**config.mk**
```make
export PLATFORM = sky130hd
export DESIGN_NAME = phylink_if
export DESIGN_NICKNAME = d
export VERILOG_FILES = /design/src/rtl/phylink_pkg.sv /design/src/rtl/phylink_lreq.sv /design/src/rtl/phylink_rx.sv /design/src/rtl/phylink_tx.sv /design/src/rtl/phylink_if.sv
export SDC_FILE = /design/constraint.sdc
export NUM_CORES = 1
export LEC_CHECK = 0
export ABC_CLOCK_PERIOD_IN_PS = 2420
export BUFFER_PORTS_ARGS = -buffer_cell sky130_fd_sc_hd__buf_2
export CAP_MARGIN = 30
export CORE_MARGIN = 4
export CORE_UTILIZATION = 49
export DETAILED_ROUTE_END_ITERATION = 8
export GPL_TIMING_DRIVEN = 0
export PLACE_DENSITY = 0.84
export SLEW_MARGIN = 10
export SYNTH_ARGS = -nofsm -noshare
export SYNTH_HDL_FRONTEND = slang
export SYNTH_SLANG_ARGS = --single-unit
```
**constraint.sdc**
```tcl
create_clock -name clk -period 2.42 [get_ports clk]
set_input_delay 0.484 -clock clk [delete_from_list [all_inputs] [get_ports clk]]
set_output_delay 0.484 -clock clk [all_outputs]
set_load 0.01 [all_outputs]
```
**src/rtl/phylink_pkg.sv**
```systemverilog
package phylink_pkg;

  localparam logic [1:0] CTL_IDLE   = 2'b00;
  localparam logic [1:0] CTL_STATUS = 2'b01;
  localparam logic [1:0] CTL_RECV   = 2'b10;
  localparam logic [1:0] CTL_XMIT   = 2'b11;

  localparam logic [1:0] SPD_LOW = 2'b00;
  localparam logic [1:0] SPD_MID = 2'b01;

  typedef enum logic [1:0] {
    TX_IDLE  = 2'b00,
    TX_SEND  = 2'b01,
    TX_CLOSE = 2'b10
  } tx_state_e;

endpackage

```
**src/rtl/phylink_lreq.sv**
```systemverilog
module phylink_lreq #(
  parameter int TYPE_W = 3,
  parameter int DATA_W = 4
) (
  input  logic              clk,
  input  logic              rst_n,
  input  logic              go,
  input  logic [TYPE_W-1:0] rtype,
  input  logic [DATA_W-1:0] rdata,
  output logic              lreq,
  output logic              busy
);
  localparam int FRAME_LEN = TYPE_W + DATA_W + 2;
  localparam int CNT_W     = $clog2(FRAME_LEN + 1);

  logic [FRAME_LEN-1:0] sh_q, sh_d;
  logic [CNT_W-1:0]     cnt_q, cnt_d;

  assign busy = (cnt_q != '0);
  assign lreq = busy & sh_q[FRAME_LEN-1];

  // frame: start bit, type field, data field, stop bit
  always_comb begin
    sh_d  = sh_q;
    cnt_d = cnt_q;
    if (!busy && go) begin
      sh_d  = {1'b1, rtype, rdata, 1'b0};
      cnt_d = CNT_W'(FRAME_LEN);
    end else if (busy) begin
      sh_d  = {sh_q[FRAME_LEN-2:0], 1'b0};
      cnt_d = cnt_q - 1'b1;
    end
  end

  always_ff @(posedge clk or negedge rst_n) begin
    if (!rst_n) begin
      sh_q  <= '0;
      cnt_q <= '0;
    end else begin
      sh_q  <= sh_d;
      cnt_q <= cnt_d;
    end
  end
endmodule

```
**src/rtl/phylink_rx.sv**
```systemverilog
module phylink_rx
  import phylink_pkg::*;
#(
  parameter int LANES  = 8,
  parameter int STAT_W = 16
) (
  input  logic              clk,
  input  logic              rst_n,
  input  logic [1:0]        ctl,
  input  logic [LANES-1:0]  din,
  output logic [LANES-1:0]  rx_byte,
  output logic              rx_valid,
  output logic              rx_end,
  output logic [STAT_W-1:0] stat_word,
  output logic              stat_valid
);
  localparam int W_LOW = LANES / 4;
  localparam int W_MID = LANES / 2;

  logic              in_rx_q, in_rx_d;
  logic [1:0]        spd_q, spd_d;
  logic [1:0]        cnt_q, cnt_d;
  logic [1:0]        last_idx;
  logic [LANES-1:0]  acc_q, acc_d, acc_shift;
  logic [LANES-1:0]  byte_q;
  logic              byte_ld;
  logic              valid_q, valid_d;
  logic              end_q, end_d;
  logic              in_st_q, in_st_d;
  logic [STAT_W-1:0] sacc_q, sacc_d;
  logic [STAT_W-1:0] word_q;
  logic              stat_ld;
  logic              sv_q, sv_d;

  // lane width per speed: constant shifts only, no barrel shifter
  always_comb begin
    case (spd_q)
      SPD_LOW: begin
        acc_shift = {acc_q[LANES-W_LOW-1:0], din[W_LOW-1:0]};
        last_idx  = 2'd3;
      end
      SPD_MID: begin
        acc_shift = {acc_q[LANES-W_MID-1:0], din[W_MID-1:0]};
        last_idx  = 2'd1;
      end
      default: begin
        acc_shift = din;
        last_idx  = 2'd0;
      end
    endcase
  end

  always_comb begin
    in_rx_d = in_rx_q;
    spd_d   = spd_q;
    cnt_d   = cnt_q;
    acc_d   = acc_q;
    byte_ld = 1'b0;
    valid_d = 1'b0;
    end_d   = 1'b0;
    if (ctl == CTL_RECV) begin
      if (!in_rx_q) begin
        in_rx_d = 1'b1;
        spd_d   = din[1:0];
        cnt_d   = 2'd0;
        acc_d   = '0;
      end else begin
        acc_d = acc_shift;
        if (cnt_q == last_idx) begin
          byte_ld = 1'b1;
          valid_d = 1'b1;
          cnt_d   = 2'd0;
        end else begin
          cnt_d = cnt_q + 2'd1;
        end
      end
    end else if (in_rx_q) begin
      in_rx_d = 1'b0;
      end_d   = 1'b1;
    end
  end

  always_comb begin
    in_st_d = in_st_q;
    sacc_d  = sacc_q;
    stat_ld = 1'b0;
    sv_d    = 1'b0;
    if (ctl == CTL_STATUS) begin
      in_st_d = 1'b1;
      if (in_st_q) sacc_d = {sacc_q[STAT_W-3:0], din[1:0]};
      else         sacc_d = {{(STAT_W-2){1'b0}}, din[1:0]};
    end else if (in_st_q) begin
      in_st_d = 1'b0;
      stat_ld = 1'b1;
      sv_d    = 1'b1;
    end
  end

  always_ff @(posedge clk or negedge rst_n) begin
    if (!rst_n) begin
      in_rx_q <= 1'b0;
      spd_q   <= '0;
      cnt_q   <= '0;
      acc_q   <= '0;
      byte_q  <= '0;
      valid_q <= 1'b0;
      end_q   <= 1'b0;
      in_st_q <= 1'b0;
      sacc_q  <= '0;
      word_q  <= '0;
      sv_q    <= 1'b0;
    end else begin
      in_rx_q <= in_rx_d;
      spd_q   <= spd_d;
      cnt_q   <= cnt_d;
      acc_q   <= acc_d;
      valid_q <= valid_d;
      end_q   <= end_d;
      in_st_q <= in_st_d;
      sacc_q  <= sacc_d;
      sv_q    <= sv_d;
      if (byte_ld) byte_q <= acc_shift;
      if (stat_ld) word_q <= sacc_q;
    end
  end

  assign rx_byte    = byte_q;
  assign rx_valid   = valid_q;
  assign rx_end     = end_q;
  assign stat_word  = word_q;
  assign stat_valid = sv_q;
endmodule

```
**src/rtl/phylink_tx.sv**
```systemverilog
module phylink_tx
  import phylink_pkg::*;
#(
  parameter int LANES = 8
) (
  input  logic             clk,
  input  logic             rst_n,
  input  logic             grant,
  input  logic [1:0]       tx_speed,
  input  logic [LANES-1:0] tx_data,
  input  logic             tx_last,
  input  logic             tx_avail,
  output logic             tx_take,
  output logic             owns,
  output logic [1:0]       ctl_out,
  output logic [LANES-1:0] data_out
);
  localparam int W_LOW = LANES / 4;
  localparam int W_MID = LANES / 2;

  tx_state_e        state_q, state_d;
  logic [1:0]       spd_q, spd_d;
  logic [1:0]       cnt_q, cnt_d;
  logic [1:0]       last_idx;
  logic [LANES-1:0] sh_q, sh_d, sh_adv, slice;
  logic             last_q, last_d;
  logic             take_q, take_d;

  always_comb begin
    case (spd_q)
      SPD_LOW: begin
        slice    = {{(LANES-W_LOW){1'b0}}, sh_q[LANES-1 -: W_LOW]};
        sh_adv   = {sh_q[LANES-W_LOW-1:0], {W_LOW{1'b0}}};
        last_idx = 2'd3;
      end
      SPD_MID: begin
        slice    = {{(LANES-W_MID){1'b0}}, sh_q[LANES-1 -: W_MID]};
        sh_adv   = {sh_q[LANES-W_MID-1:0], {W_MID{1'b0}}};
        last_idx = 2'd1;
      end
      default: begin
        slice    = sh_q;
        sh_adv   = '0;
        last_idx = 2'd0;
      end
    endcase
  end

  always_comb begin
    state_d = state_q;
    spd_d   = spd_q;
    cnt_d   = cnt_q;
    sh_d    = sh_q;
    last_d  = last_q;
    take_d  = 1'b0;
    case (state_q)
      TX_IDLE: begin
        if (grant) begin
          if (tx_avail) begin
            state_d = TX_SEND;
            spd_d   = tx_speed;
            sh_d    = tx_data;
            last_d  = tx_last;
            cnt_d   = 2'd0;
            take_d  = 1'b1;
          end else begin
            state_d = TX_CLOSE;
          end
        end
      end
      TX_SEND: begin
        if (cnt_q == last_idx) begin
          if (last_q || !tx_avail) begin
            state_d = TX_CLOSE;
          end else begin
            sh_d   = tx_data;
            last_d = tx_last;
            cnt_d  = 2'd0;
            take_d = 1'b1;
          end
        end else begin
          cnt_d = cnt_q + 2'd1;
          sh_d  = sh_adv;
        end
      end
      default: state_d = TX_IDLE;
    endcase
  end

  always_ff @(posedge clk or negedge rst_n) begin
    if (!rst_n) begin
      state_q <= TX_IDLE;
      spd_q   <= '0;
      cnt_q   <= '0;
      sh_q    <= '0;
      last_q  <= 1'b0;
      take_q  <= 1'b0;
    end else begin
      state_q <= state_d;
      spd_q   <= spd_d;
      cnt_q   <= cnt_d;
      sh_q    <= sh_d;
      last_q  <= last_d;
      take_q  <= take_d;
    end
  end

  assign owns     = (state_q != TX_IDLE);
  assign ctl_out  = (state_q == TX_SEND) ? CTL_XMIT : CTL_IDLE;
  assign data_out = (state_q == TX_SEND) ? slice : '0;
  assign tx_take  = take_q;
endmodule

```
**src/rtl/phylink_if.sv**
```systemverilog
module phylink_if
  import phylink_pkg::*;
#(
  parameter int LANES  = 8,
  parameter int STAT_W = 16,
  parameter int TYPE_W = 3,
  parameter int DATA_W = 4
) (
  input  logic              clk,
  input  logic              rst_n,
  input  logic [1:0]        ctl_in,
  output logic [1:0]        ctl_out,
  output logic              ctl_oe,
  input  logic [LANES-1:0]  data_in,
  output logic [LANES-1:0]  data_out,
  output logic              data_oe,
  output logic              lreq,
  input  logic              req_go,
  input  logic [TYPE_W-1:0] req_type,
  input  logic [DATA_W-1:0] req_data,
  output logic              req_busy,
  input  logic [1:0]        tx_speed,
  input  logic [LANES-1:0]  tx_data,
  input  logic              tx_last,
  input  logic              tx_avail,
  output logic              tx_take,
  output logic [LANES-1:0]  rx_byte,
  output logic              rx_valid,
  output logic              rx_end,
  output logic [STAT_W-1:0] stat_word,
  output logic              stat_valid
);
  logic [1:0] rst_pipe;
  logic       rst_sn;
  logic       owns;
  logic       grant;
  logic [1:0] rx_ctl;

  // asynchronous assert, synchronous release
  always_ff @(posedge clk or negedge rst_n) begin
    if (!rst_n) rst_pipe <= 2'b00;
    else        rst_pipe <= {rst_pipe[0], 1'b1};
  end
  assign rst_sn = rst_pipe[1];

  assign grant  = (ctl_in == CTL_XMIT);
  assign rx_ctl = owns ? CTL_IDLE : ctl_in;

  phylink_lreq #(.TYPE_W(TYPE_W), .DATA_W(DATA_W)) u_lreq (
    .clk   (clk),
    .rst_n (rst_sn),
    .go    (req_go),
    .rtype (req_type),
    .rdata (req_data),
    .lreq  (lreq),
    .busy  (req_busy)
  );

  phylink_rx #(.LANES(LANES), .STAT_W(STAT_W)) u_rx (
    .clk        (clk),
    .rst_n      (rst_sn),
    .ctl        (rx_ctl),
    .din        (data_in),
    .rx_byte    (rx_byte),
    .rx_valid   (rx_valid),
    .rx_end     (rx_end),
    .stat_word  (stat_word),
    .stat_valid (stat_valid)
  );

  phylink_tx #(.LANES(LANES)) u_tx (
    .clk      (clk),
    .rst_n    (rst_sn),
    .grant    (grant),
    .tx_speed (tx_speed),
    .tx_data  (tx_data),
    .tx_last  (tx_last),
    .tx_avail (tx_avail),
    .tx_take  (tx_take),
    .owns     (owns),
    .ctl_out  (ctl_out),
    .data_out (data_out)
  );

  assign ctl_oe  = owns;
  assign data_oe = owns;
endmodule

```
==> results of run 1 <==
-- what timing repair did --
action,4_1_cts,5_1_grt
endpoints found under the hold margin,2,0
buffers inserted,0,0
resized for setup,1,1
hold buffers,1,0
endpoints found under the setup margin,1,1
-- metrics by stage --
step                hold slack, ps  std cells
floorplan                      188        325
global placement               269        497
detailed placement             275        498
CTS                            290        514
global route                   320        514
finish                         271        514
-- state kept, by name, summed over array words and instances, names as in the netlist, 2 cells and up --
register        flops
u_rx.acc_q          6
u_lreq.sh_q         8
u_rx.cnt_q          2
u_lreq.cnt_q        4
u_rx.spd_q          2
rst_pipe            2
u_rx.sacc_q        16
u_tx.spd_q          2
u_tx.cnt_q          2
u_tx.sh_q           8
u_rx.rx_byte        8
u_rx.stat_word     16
u_tx.state_q        2
-- path summary, 6_finish.rpt --
| path | start | to |
|---|---|---|
| worst max-delay path | u_lreq.cnt_q[0] | req_busy |
| worst min-delay path | rst_pipe[1] | u_rx.sacc_q[10] |
| worst max register to register | u_tx.state_q[0] | u_rx.stat_word[12] |
| worst min register to register | rst_pipe[1] | u_rx.sacc_q[10] |
| max in group asynchronous | rst_pipe[1] | u_tx.state_q[1] |
| min in group clk | rst_pipe[0] | rst_pipe[1] |
-- metal layers --
| layer | wire (microns) | global-route usage (%) |
|---|---|---|
| met5 | 0 | 0 |
| met4 | 138 | 8.29 |
| met3 | 292 | 2.97 |
| met2 | 3590 | 28.1 |
| met1 | 3250 | 22.8 |
-- worst reg2reg max path: stages (launching register included) --
cell and delay [ps]:
dfrtp_1 450, nor2_4 190, nand3b_1 210, nand2_1 370, buf_4 260, mux2_2 350
-- layout by cell type, fill, tap and decap left out, types with 2 or more instances in the layout --
| master | instances |
|---|---|
| bufinv_16 | 3 |
| inv_2 | 2 |
| mux2_4 | 8 |
| nor3b_1 | 2 |
| clkbuf_8 | 9 |
| and2_1 | 4 |
| clkbuf_1 | 9 |
| buf_2 | 75 |
| a221o_1 | 6 |
| clkinv_2 | 2 |
| nor2b_1 | 4 |
| a21oi_1 | 8 |
| o21ai_0 | 26 |
| mux2i_1 | 18 |
| a22o_1 | 8 |
| buf_4 | 5 |
| nor3_1 | 3 |
| nand2b_1 | 3 |
| buf_6 | 2 |
| mux2_2 | 27 |
| nand3_1 | 3 |
| and3_1 | 4 |
| nand2_1 | 46 |
| xor2_1 | 2 |
| nor2_1 | 17 |
| a22oi_1 | 2 |
| dfrtp_1 | 84 |
| inv_1 | 10 |
-- synth_stat cells (all sizes together) (2+ instances only) --
cell type  number  area, sq um
nor2b           5         38.8
inv            11         41.3
nand2b          3         18.8
a31oi           2         27.5
mux2i          18          180
nand3b          2         27.5
a22oi           2         15.0
nor2           18         75.1
nor3b           2         15.0
a22o            8         70.1
clkbuf          9         33.8
and2            5         33.8
a21oi           8         40.0
a221o           6         60.1
o21ai          26          130
nand3           3         15.0
mux2           35          424
nor3            3         15.0
nand2          46          173
dfrtp          85         2130
buf             9         70.1
and3            4         25.0
xor2            2         17.5
-- kinds of logic (layout without fill, tap and decap cells) --
family	count (synthesis)	count (layout)	synth area share, %
AOI/OAI and AO/OA	60	60	11.0
xor gates and xnor gates	2	2	0.464
adders and majority gates	1	1	0.331
buffers and inverters	30	120	3.94
DFF	85	85	56.3
muxes	53	53	16.0
other	1	1	0.0992
and+or+nand+nor	93	93	11.9
-- report_power, final --
group          switching [W]  internal, W  leakage, nW  total (W)
logic               0.000836     0.000782         1.07    0.00162
clock network       0.000476     0.000677        0.116    0.00115
registers           0.000304      0.00178         1.13    0.00208
total                0.00162      0.00324         2.32    0.00485
-- cell type report --
cell class                      count  area (sq um)  share of cell area, %
Sequential cell                    85          2130                   46.9
Timing Repair Buffer               75           403                   8.88
Inverter                           12          45.0                  0.992
Clock buffer                       10           128                   2.81
Multi-Input combinational cell    210          1500                   33.1
Buffer                             18           105                   2.32
Tap cell                           99           124                   2.73
Clock inverter                      5           100                   2.21
==> qor.txt, run 1 <==
status -> complete, no violations
total gr overflow -> 0
RSZ-0062 raised after global routing -> false
critical path type -> register to primary output
WL final -> 7260 microns
Final Util -> 61.6%
Nets -> 444
Slowest-stage cell, CP -> dfrtp_1
# IOs -> 74
Initial Util -> 51.3%
relative slew slack -> 56.1%
CTS tree -> built
Crit path max-delay family -> buffers and inverters
Worst VDD drop -> 0.581 mV
Netlist cell types -> 45
ys flop type -> dfrtp_1
Die X -> 95.8 microns
Seq/Total Area, Yosys -> 56.3%
fin area -> 4540 sq um
Levels on crit path -> 6
final cycle utilization of the critical path -> 93.6%
CP Data Arrival Time -> 1780 ps
Via-to-Cell Ratio -> 5.19
Power, Total -> 0.00485 W
Buf/Inv on CP -> 4
final hold violations -> 0
Core ar. -> 7370 sq um
TNS Setup -> 0 ps
gp weighted congestion -> 0.778
Hold Crit Class -> register to async pin
Layout Area Growth over Synthesis -> 20.1%
Leak -> 2.32 nW
Worst Setup Start Kind -> register
post-route minimum period -> 2270 ps
vias in the first global route -> 2637
post-route setup slack -> 155 ps
max-slew violation total from the final report -> 0
die area -> 9180 sq um
critical path capture point type -> primary output
Gate Count Post-Synth -> 325
diode count -> 0
critical path fanouts, max -> 10
skew final -> 9.91 ps
# clock sinks -> 85
Synth Area per Inst -> 11.6 sq um
wire per inst -> 14.1 microns
maxcap violations -> 0
Place WS -> 357 ps
overall global routing resource usage -> 17.4%
largest net degree at the start of global routing -> 54
cell area after synthesis -> 3780 sq um
reg-to-reg setup timing slack -> 480 ps
FP Rows -> 31
TritonCTS Buffers -> 9
cells on worst reg2reg path -> 5
slowest stage delay, CP -> 420 ps
worst-skew pair later-pin latency -> 340 ps
EDFF count, synth -> 0
Worst-path clk slew -> 80 ps
Ys Warns -> 0
CP cell instances -> inv_1 > ha_1 > and2_1 > inv_2 > clkbuf_2 > buf_2
H-tree Lvls -> 3
layout cells sized above 1 -> 34.5%
fmax -> 0.441 GHz
Port Buffers -> 73
final setup fails -> 0
pwr/cell area -> 1070 nW/um^2
CTS Buffer Depth -> 2
placed cell areas -> 4300 sq um
first-pass GRT wire length -> 12400 microns
via count -> 2670
# DRC -> 0
Filler cells -> 603
Req. time, crit path -> 1940 ps
chip height -> 95.8 microns
initial antenna violation count -> 0
Yosys reg bits -> 85
placed wire-length estimate -> 5200 microns
Root Driver -> clkbuf_8
syn nets -> 358
post-route antenna net violation count -> 0
DR pass1 iterations -> 4
Slew @ Worst Pin -> 642 ps
drt initial violations -> 69
FFs w/ async S/R, synth -> 100%
Note: power is estimated with default switching activity, not from simulation.
==> run 2, diff against run 1 <==
--- a/config.mk
+++ b/config.mk
@@ -5,7 +5,7 @@
 export SDC_FILE = /design/constraint.sdc
 export NUM_CORES = 1
 export LEC_CHECK = 0
-export ABC_CLOCK_PERIOD_IN_PS = 2420
+export ABC_CLOCK_PERIOD_IN_PS = 2000
 export BUFFER_PORTS_ARGS = -buffer_cell sky130_fd_sc_hd__buf_2
 export CAP_MARGIN = 30
 export CORE_MARGIN = 4
==> constraint.sdc (replaced) <==
create_clock -name clk -period 2 [get_ports clk]
set_input_delay 0.4 -clock clk [delete_from_list [all_inputs] [get_ports clk]]
set_output_delay 0.4 -clock clk [all_outputs]
set_load 0.01 [all_outputs]
==> run 2 against run 1 <==
  * Clock power up 22%
  * Combinational power grew 27%
  * Cell area grew 1.1%
  * Total power increased by 23%
  * Final cell count increased by 0.58%
  * Clock skew about the same
  * Critical path type unchanged
  * Sequential power grew 21%
  * Routed wire length up 2.2%
  * Critical path depth shrank 1
  * Via count rose by 1.4%
  * Hold slack about the same
  * Largest power group unchanged
  * Sequential cell count is the same
==> qor.txt, run 2 (synthesis results as in run 1) <==
NetSw -> 0.00200 W
post-route minimum period -> 1930 ps
CP Data Arrival Time -> 1530 ps
gp weighted congestion -> 0.778
skew final -> 9.89 ps
commonest non-fill, non-tap cell in the layout -> dfrtp_1
largest net degree at the start of global routing -> 54
TNS Setup -> 0 ps
Slew @ Worst Pin -> 664 ps
WL final -> 7430 microns
FP Rows -> 31
Root Driver -> clkbuf_8
max-slew violation total from the final report -> 0
Via-to-Cell Ratio -> 5.24
critical path fanouts, max -> 9
final hold violations -> 0
internal power contribution -> 0.00398 W
relative slew slack -> 54.6%
post-route antenna net violation count -> 0
final cycle utilization of the critical path -> 96.3%
Hold Crit Class -> register to async pin
diode count -> 0
Port Buffers -> 73
most frequent cells in the layout -> dfrtp_1 (83), buf_2 (74), nand2_1 (45)
total gr overflow -> 0
CTS Buffer Depth -> 2
Initial Util -> 51.3%
chip height -> 95.8 microns
first-pass GRT wire length -> 12600 microns
worst setup path start -> u_tx.state_q[1]
placed cells -> 498
RSZ-0062 raised after global routing -> false
overall global routing resource usage -> 17.6%
DR pass1 iterations -> 5
via count -> 2708
# IOs -> 74
Filler cells -> 596
reg-to-reg endpoint -> u_rx.stat_word[10]
Req. time, crit path -> 1600 ps
Core ar. -> 7370 sq um
H-tree Lvls -> 3
reg-to-reg setup timing slack -> 180 ps
vias in the first global route -> 2663
register share of total power -> 42.2%
cells on worst reg2reg path -> 5
Layout Area Growth over Synthesis -> 21.4%
worst-skew pair later-pin latency -> 340 ps
Comb power frac -> 34.4%
TritonCTS Buffers -> 9
Post-Layout Cell Count -> 517
fmax -> 0.519 GHz
# DRC -> 0
R2R Path Start -> u_tx.state_q[0]
critical path type -> register to primary output
Leak -> 2.34 nW
Die X -> 95.8 microns
Nets -> 447
initial antenna violation count -> 0
drt initial violations -> 77
maxcap violations -> 0
clock share of power -> 23.4%
# clock sinks -> 85
status -> complete, no violations
Worst-path clk slew -> 80 ps
critical path capture point type -> primary output
CTS tree -> built
wire per inst -> 14.4 microns
Net Sw Frac -> 33.4%
layout cells sized above 1 -> 36.8%
placed wire-length estimate -> 5200 microns
Worst Setup Start Kind -> register
pwr/cell area -> 1300 nW/um^2
final setup fails -> 0
die area -> 9180 sq um
Worst VDD drop -> 0.763 mV
run 2: area by class of cell:
| type | instances | area [sq um] | area share [%] |
|---|---|---|---|
| plain buffers | 18 | 111 | 2.43 |
| well taps | 99 | 124 | 2.70 |
| clock inverters | 5 | 100 | 2.18 |
| multi-input cells | 210 | 1520 | 33.1 |
| inverters | 12 | 48.8 | 1.06 |
| flip-flops and latches | 85 | 2130 | 46.4 |
| clock buffers | 10 | 128 | 2.78 |
| repair buffers | 78 | 425 | 9.27 |
run 2: timing repair:
item	in CTS	in global routing
gates resized for setup	6	10
setup buffers	3	0
cloned	0	0
hold buffers	1	0
hold endpoints to repair	2	0
setup endpoints to repair	5	19
run 2: through the flow:
| stage | utilization (%) | hold WS (ps) | cell area [sq um] | setup slack [ps] | total power (W) |
|---|---|---|---|---|---|
| CTS | 62.0 | 264 | 4570 | 2.94 | 0.00599 |
| global route | 62.3 | 263 | 4590 | 1.19 | 0.00639 |
| global placement | 57.9 | 185 | 4270 | 56.5 | 0.00443 |
| floorplan | - | 104 | 3780 | 343 | 0.00394 |
| detailed placement | 58.4 | 191 | 4300 | 21.3 | 0.00453 |
| finish | 62.3 | 271 | 4590 | 74.1 | 0.00598 |
run 2: how the worst max path moves through the flow:
| stage | depth (start not counted) | endpoint |
|---|---|---|
| floorplan | 8 | u_rx.rx_byte[0] |
| global placement | 6 | req_busy |
| detailed placement | 6 | req_busy |
| CTS | 6 | req_busy |
| global route | 5 | data_out[4] |
| finish | 5 | data_out[4] |
run 2: worst max-delay path: stages (launching register included):
cell and delay, ps:
dfrtp_2 440, nand2b_1 150, clkbuf_4 190, inv_4 100, and3_1 170, buf_2 130
run 2: metal layers:
metal  vias up  global-route usage [%]  part of all wire (%)
li1       1305                       -                     -
met1      1316                    23.1                    44
met2        78                    28.7                    50
met3         9                    2.89                   4.7
met4         0                    8.18                   1.4
met5         -                       0                     0
run 2: power groups by stage:
| stage | combinational [W] | sequential [W] | clock, W |
|---|---|---|---|
| floorplan | 0.00140 | 0.00253 | 0 |
| finish | 0.00206 | 0.00252 | 0.00140 |
| CTS | 0.00205 | 0.00251 | 0.00143 |
| detailed placement | 0.00198 | 0.00255 | 0 |
| global placement | 0.00189 | 0.00254 | 0 |
| global route | 0.00228 | 0.00260 | 0.00151 |
